--- src/rtl/lru_pkg.sv ---
package lru_pkg;

    // Upper bound on flag count seen by the helper functions (16 ways).
    localparam int MAX_PAIRS = 120;

    function automatic int pair_count(input int ways);
        return ways * (ways - 1) / 2;
    endfunction

    // Flag index for the pair (lo, hi) with lo < hi.
    function automatic int pair_idx(input int lo, input int hi);
        return hi * (hi - 1) / 2 + lo;
    endfunction

    // Way w is older than every other way.
    function automatic logic is_oldest(input logic [MAX_PAIRS-1:0] st,
                                       input int ways, input int w);
        logic r;
        r = 1'b1;
        for (int o = 0; o < ways; o++) begin
            if (o < w)      r = r & ~st[pair_idx(o, w)];
            else if (o > w) r = r &  st[pair_idx(w, o)];
        end
        return r;
    endfunction

    // Way w is newer than every other way.
    function automatic logic is_newest(input logic [MAX_PAIRS-1:0] st,
                                       input int ways, input int w);
        logic r;
        r = 1'b1;
        for (int o = 0; o < ways; o++) begin
            if (o < w)      r = r &  st[pair_idx(o, w)];
            else if (o > w) r = r & ~st[pair_idx(w, o)];
        end
        return r;
    endfunction

endpackage

--- src/rtl/lru_order_reg.sv ---
module lru_order_reg #(
    parameter int WAYS = 4,
    localparam int IW = $clog2(WAYS),
    localparam int PB = lru_pkg::pair_count(WAYS)
) (
    input  logic          clk,
    input  logic          rst,
    input  logic          touch_en,
    input  logic [IW-1:0] touch_way,
    output logic [PB-1:0] order_q
);
    import lru_pkg::*;

    logic [PB-1:0] order_d;

    always_comb begin
        order_d = order_q;
        if (touch_en) begin
            for (int hi = 1; hi < WAYS; hi++) begin
                for (int lo = 0; lo < hi; lo++) begin
                    if (touch_way == IW'(hi))
                        order_d[pair_idx(lo, hi)] = 1'b1;
                    else if (touch_way == IW'(lo))
                        order_d[pair_idx(lo, hi)] = 1'b0;
                end
            end
        end
    end

    always_ff @(posedge clk) begin
        if (rst) order_q <= '1;
        else     order_q <= order_d;
    end

    logic [MAX_PAIRS-1:0] order_ext;
    assign order_ext = MAX_PAIRS'(order_q);

    assert_reset_order_R1: assert property (@(posedge clk) disable iff (rst)
        $past(rst) |-> (&order_q));

    assert_idle_hold_R4: assert property (@(posedge clk) disable iff (rst)
        (!$past(rst) && !$past(touch_en)) |-> $stable(order_q));

    for (genvar w = 0; w < WAYS; w++) begin : g_newest_chk
        assert_touch_newest_R3: assert property (@(posedge clk) disable iff (rst)
            (touch_en && touch_way == IW'(w)) |=> is_newest(order_ext, WAYS, w));
    end

endmodule

--- src/rtl/lru_victim_pick.sv ---
module lru_victim_pick #(
    parameter int WAYS = 4,
    localparam int IW = $clog2(WAYS),
    localparam int PB = lru_pkg::pair_count(WAYS)
) (
    input  logic            clk,
    input  logic            rst,
    input  logic [PB-1:0]   order_q,
    input  logic [WAYS-1:0] way_valid,
    output logic [IW-1:0]   victim
);
    import lru_pkg::*;

    logic [MAX_PAIRS-1:0] order_ext;
    logic [WAYS-1:0]      oldest_vec;
    logic [WAYS-1:0]      empty_vec;
    logic                 have_empty;

    assign order_ext = MAX_PAIRS'(order_q);
    assign empty_vec = ~way_valid;
    assign have_empty = |empty_vec;

    for (genvar k = 0; k < WAYS; k++) begin : g_age
        assign oldest_vec[k] = is_oldest(order_ext, WAYS, k);
    end

    always_comb begin
        logic found;
        found  = 1'b0;
        victim = '0;
        for (int k = 0; k < WAYS; k++) begin
            if (!found && empty_vec[k]) begin
                victim = IW'(k);
                found  = 1'b1;
            end
        end
        if (!have_empty) begin
            for (int k = 0; k < WAYS; k++) begin
                if (oldest_vec[k]) victim = IW'(k);
            end
        end
    end

    assert_single_oldest_R5: assert property (@(posedge clk) disable iff (rst)
        $onehot(oldest_vec));

    assert_full_pick_oldest_R5: assert property (@(posedge clk) disable iff (rst)
        (&way_valid) |-> oldest_vec[victim]);

    assert_empty_first_R6: assert property (@(posedge clk) disable iff (rst)
        (!(&way_valid)) |-> !way_valid[victim]);

    assert_lowest_empty_R6: assert property (@(posedge clk) disable iff (rst)
        (!(&way_valid)) |->
            ((way_valid & ((WAYS'(1) << victim) - WAYS'(1)))
             == ((WAYS'(1) << victim) - WAYS'(1))));

endmodule

--- src/rtl/lru4_tracker.sv ---
module lru4_tracker #(
    parameter int WAYS = 4,
    localparam int IW = $clog2(WAYS),
    localparam int PB = lru_pkg::pair_count(WAYS)
) (
    input  logic            clk,
    input  logic            rst,
    input  logic            touch_en,
    input  logic [IW-1:0]   touch_way,
    input  logic [WAYS-1:0] way_valid,
    output logic [IW-1:0]   victim
);

    logic [PB-1:0] order_q;

    lru_order_reg #(.WAYS(WAYS)) u_order (
        .clk       (clk),
        .rst       (rst),
        .touch_en  (touch_en),
        .touch_way (touch_way),
        .order_q   (order_q)
    );

    lru_victim_pick #(.WAYS(WAYS)) u_pick (
        .clk       (clk),
        .rst       (rst),
        .order_q   (order_q),
        .way_valid (way_valid),
        .victim    (victim)
    );

    // victim must not move within a cycle unless its inputs do.
    assert_victim_steady_R7: assert property (@(posedge clk) disable iff (rst)
        (!$past(rst) && !$past(touch_en) && $stable(way_valid)) |-> $stable(victim));

endmodule

--- config.mk ---
export PLATFORM = sky130hd
export DESIGN_NAME = lru4_tracker
export DESIGN_NICKNAME = d
export VERILOG_FILES = /design/src/rtl/lru_pkg.sv /design/src/rtl/lru_order_reg.sv /design/src/rtl/lru_victim_pick.sv /design/src/rtl/lru4_tracker.sv
export SDC_FILE = /design/constraint.sdc
export NUM_CORES = 1
export LEC_CHECK = 0
export BUFFER_PORTS_ARGS = -buffer_cell sky130_fd_sc_hd__buf_4
export CAP_MARGIN = 0
export CORE_AREA = 2 2 39 41
export CTS_BUF_LIST = sky130_fd_sc_hd__clkbuf_2 sky130_fd_sc_hd__clkbuf_4 sky130_fd_sc_hd__clkbuf_8
export CTS_CLUSTER_DIAMETER = 120
export DETAILED_ROUTE_END_ITERATION = 8
export DIE_AREA = 0 0 41 43
export SYNTH_ARGS = -nofsm -noshare
export SYNTH_HDL_FRONTEND = slang
export SYNTH_SLANG_ARGS = --single-unit
--- constraint.sdc ---
create_clock -name clk -period 2 [get_ports clk]
set_input_delay 0.5 -clock clk [delete_from_list [all_inputs] [get_ports clk]]
set_output_delay 0.5 -clock clk [all_outputs]
set_load 0.02 [all_outputs]
## Word level (Yosys, flattened, before mapping)

Index checks and enable logic that the tools add are counted.

| storage, ports and cells | value |
|---|---|
| register bits after elaboration | 6 |
| bits in latches | 0 |
| memory bits (writable) | 0 |
| memory bits (read-only) | 0 |
| input bits | 9 |
| output and inout bits | 2 |
| word-level logic and storage cells | 64 |
| memories kept | 0 |

| operators by class | value |
|---|---|
| $add $sub $neg | 0 |
| $mul | 0 |
| divide/modulo/power cells | 0 |
| order comparisons | 0 |
| equality and inequality tests | 3 |
| shifts and indexed selects | 0 |
| muxes and demuxes | 20 |
| bitwise gates (word level) | 15 |
| reductions and logical operators | 20 |

Operator list:

| cell | count |
|---|---|
| $mux 2 | 7 |
| $mux 1 | 13 |
| $reduce_and 2->1 | 6 |
| $reduce_bool 2->1 | 6 |
| $and 1x1->1 | 8 |
| $not 1->1 | 6 |
| $eq 2x2->1 const B | 2 |
| $not 4->4 | 1 |
| $reduce_or 4->1 | 1 |
| $logic_and 1x1->1 | 3 |
| $logic_not 1->1 | 3 |
| $eq 2x1->1 const B | 1 |
| $logic_not 2->1 | 1 |

## Logic depth before layout (Yosys ltp)

| depth | value |
|---|---|
| depth in word-level cells | 16 |
| mapped depth | 4 |

## Cells and area by module

From an unflattened synthesis, not the netlist that was laid out.

| unflattened totals | value |
|---|---|
| cell total of the unflattened synthesis | 36 |
| area, all modules | 362.8 um^2 |

Modules (own cells, without submodules):

| module | times used | cells each | area an instance (um^2) | seq. area each (um^2) |
|---|---|---|---|---|
| lru_order_reg | 1 | 28 | 307.8 | 120.1 |
| lru_victim_pick | 1 | 8 | 55.1 | 0.0 |

## Worst setup path before layout

Ideal clock, no wire load.

| timing | value |
|---|---|
| kind | reg-to-output |
| start point | register u_order.order_q[5] |
| end point | output port victim[1] |
| data arrival time | 1059 ps |
| setup slack | 441 ps |
| stages on the path, launching flop included | 3 |
| path buffers | 0 |
| cells stage by stage | dfxtp_1 or3b_1 a31oi_1 |

| on the way | value |
|---|---|
| word-level cells in the longest chain between the ends | 4 |

RTL lines:

| what | RTL line | RTL |
|---|---|---|
| start, declared | lru_order_reg.sv:10 | `output logic [PB-1:0] order_q` |
| start signal, assigned | lru_order_reg.sv:32 | `else order_q <= order_d;` |
| $and 1x1->1 or $not 1->1 (tied branches) | lru_pkg.sv:22, lru_pkg.sv:21 |  |
| $mux 2 or $and 1x1->1 (tied branches) | lru_victim_pick.sv:39, lru_pkg.sv:21 |  |
| $mux 2 * | lru_victim_pick.sv:39 | `if (oldest_vec[k]) victim = IW'(k);` |
| $mux 2 * | lru_victim_pick.sv:37 | `if (!have_empty) begin` |
| end, declared | lru4_tracker.sv:11 | `output logic [IW-1:0] victim` |

Mark *: on every way between the ends. The rest lies on a longest branch, timed or not.

## Final worst setup path

| timing | value |
|---|---|
| start point | register u_order.order_q[3] |
| end point | output port victim[0] |

| on the way | value |
|---|---|
| word-level cells in the longest chain between the ends | 6 |

RTL lines:

| what | RTL line | RTL |
|---|---|---|
| $and 1x1->1 | lru_pkg.sv:22 | `else if (o > w) r = r & st[pair_idx(w, o)];` |
| $mux 2 (3 in a row) | lru_victim_pick.sv:39 |  |
| $mux 2 * | lru_victim_pick.sv:39 |  |
| $mux 2 * | lru_victim_pick.sv:37 |  |

Marked as above.

==> impl_metrics.toml <==
[status]
outcome = "finished, final reports clean"

[power]
p_sw_share_pct = 23.6
powerDensity_mw_per_mm2 = 652
p_leak_nw = 0.204
power.internal_uw = 224
power_uw = 294
p_seq_share_pct = 45.1
combPwrFrac_pct = 17.8
p_sw_uw = 69.5
power_frac_clock_pct = 37.1
ir_drop_uv = 232

[global_routing]
groute.usage.overall_pct = 9.84
overflow = 0
grt_max_degree = 12
antenna_found_initial = 0
grt_pass1_vias = 255
grt_pass1_wl_um = 1040

[detailed_routing]
routed_via_density = 4.66
first_pass_iters = 4
drt_iter0_drc = 4
dr.max_layer_used = "met4"
vias = 284
drtAntennaViolNets = 0
wl_met2_um = 268
routed_wl_um = 622
drcViolationCount = 0
wl_met3_um = 47
wl_met1_um = 291
routedWlPerCell_um = 10.2

[setup_path]
cp.arrival_ns = 1.28
worstPathRequired_ns = 1.50
end_kind = "output pin"
rr_worst_depth = 2
r2r_end = "u_order.order_q[2]"
start_kind = "flip-flop"
critical_path_class = "reg -> out"
r2r_slack_ns = 1.18
r2r_start = "u_order.order_q[2]"
path_max_fanout = 2

[logic_synthesis]
yosys_warnings = 0
yosysSeqAreaShare_pct = 35.3
synth_top_family_by_area = "compound AO/OA/AOI/OAI gates"
netlist_area_um2 = 340
synthAdderAreaFrac_pct = 14.7
yosys.area_share.xor_xnor_pct = 0
synthMuxAreaShare_pct = 0
synth.area.top_cells = "dfxtp_1 (35%), ha_1 (15%), a221o_1 (8.8%), a311oi_2 (4.4%), nand2_1 (4.4%)"
synth_top_area_cell = "dfxtp_1"
ys_types = 18
syn_nets = 46
synthCells = 33
syn_area_per_cell_um2 = 10.3
synthSimpleGateAreaFrac_pct = 15.8
synth_compound_area_share_pct = 28.7
synthDominantCellAreaShare_pct = 35.3
synth-seq-cells = 6

[finish]
fillCellCount = 152
drive_gt1_share_pct = 33.3
antenna-diode-count = 0
largest-register = "u_order.order_q"
final_nets = 60
reg_top3 = "u_order.order_q (6)"
layout.cells.non_filler = 61
largest_reg_flops = 6
layout-area-overhead-vs-synth_pct = 32.4

[die]
initial_core_util_pct = 24.6
fp.dieH_um = 43
num_rows = 14
ios = 11
die_x_um = 41
dieArea_mm2 = 0.00176
fp.coreArea_mm2 = 0.00138

[placement]
dp.cells = 58
dp_hpwl_um = 502
place_congestion = 0.712
preCtsSetupSlack_ns = 0.359
port_buffers = 10

[sta]
hold_violations = 0
fin_crit_sh_pct = 88.9
tns_ns = 0
worst_pin_slew_ns = 0.180
rsz0062_at_grt = "false"
layout_setup_ws_ns = 0.222
skew_ns = 0
maxSlewHeadroom_pct = 88.0
setup_violations = 0
drv_slew = 0
whs_ns = 0.475
period_needed_ns = 1.78
clock.fmax_mhz = 562

[run]
drv_cap = 0

[min_path]
holdPathStages = 1
min_path_type = "reg -> reg"
hold_start = "u_order.order_q[1]"
whs_endpoint = "u_order.order_q[1]"

[cts]
clock-root-buffer = "clkbuf_4"
cts.clk_slew.worst_paths_ns = 0.04
cts_tree = "done"
cts_sinks = 6
clk_path_buf_depth = 2
cts_setup_buffers = 0
cts_buffers = 3
cts_max_level = 1
clock_latency_ns = 0.24
cts_hold_buf = 0
cts_resized = 0
## worst max-delay path, stage by stage (launching register included)
cell and delay, ns:
dfxtp_1 0.31, o31a_1 0.32, a311oi_2 0.23, buf_4 0.17
## through the flow
| stage | util [%] | cell area [um2] |
|---|---|---|
| after global routing | 32.5 | 450 |
| after detailed placement | 30.9 | 428 |
| final | 32.5 | 450 |
| after CTS | 32.5 | 450 |
| after global placement | 30.9 | 428 |
| after floorplan | - | 340 |
## layout by cell type (no fill, tap or decap)
master    Yosys  layout
a221o_2       1       1
nand3b_1      1       1
nor2b_1       1       1
nand2_1       4       4
buf_4         1      10
a311oi_2      1       1
a221o_1       3       3
clkbuf_4      0       3
a211o_1       1       1
a311o_1       1       1
or3b_1        1       1
a31oi_1       1       1
a21boi_0      1       1
ha_1          4       4
o31a_1        1       1
or2b_1        1       1
dfxtp_1       6       6
and3b_1       1       1
inv_1         3       3
## area by class of cell
| cell class | instances | area, um2 | share of cell area, % |
|---|---|---|---|
| multi-input cells | 23 | 201 | 44.7 |
| clock buffers | 3 | 22.5 | 5.00 |
| inverters | 3 | 11.3 | 2.50 |
| flip-flops and latches | 6 | 120 | 26.7 |
| repair buffers | 10 | 75.1 | 16.7 |
| well taps | 16 | 20.0 | 4.44 |
## cells in the mapped netlist
cell type  number
and3b_1         1
or3b_1          1
nand3b_1        1
or2b_1          1
o31a_1          1
a311oi_2        1
a31oi_1         1
a21boi_0        1
a211o_1         1
nor2b_1         1
buf_4           1
a221o_2         1
nand2_1         4
dfxtp_1         6
inv_1           3
a311o_1         1
a221o_1         3
ha_1            4
## power groups by stage
stage,sequential (mW),clock (mW),combinational [mW]
after global placement,0.135,0,0.0522
after floorplan,0.133,0,0.0308
after CTS,0.133,0.116,0.0532
after global routing,0.134,0.125,0.0588
after detailed placement,0.135,0,0.0531
final,0.133,0.109,0.0523
## cells by family after synthesis
family | Yosys count
compound gates | 10
simple gates | 9
flops | 6
buf+inv | 4
fa+ha+maj | 4
## metal layers
| metal | global-route usage [%] | vias up |
|---|---|---|
| met5 | 0 | - |
| li1 | - | 151 |
| met2 | 12.2 | 11 |
| met4 | 12.0 | 0 |
| met1 | 10.3 | 120 |
| met3 | 4.71 | 2 |
## worst max path at each step
stage	from	cells past startpoint	to	slack [ns]
after floorplan	u_order.order_q[5]	2	victim[1]	0.44
final	u_order.order_q[3]	3	victim[0]	0.22
after global placement	way_valid[1]	4	victim[0]	0.36
after global routing	u_order.order_q[5]	3	victim[1]	0.13
after detailed placement	way_valid[1]	4	victim[0]	0.36
after CTS	u_order.order_q[3]	3	victim[0]	0.21
Note: power is estimated with default switching activity, not from simulation.
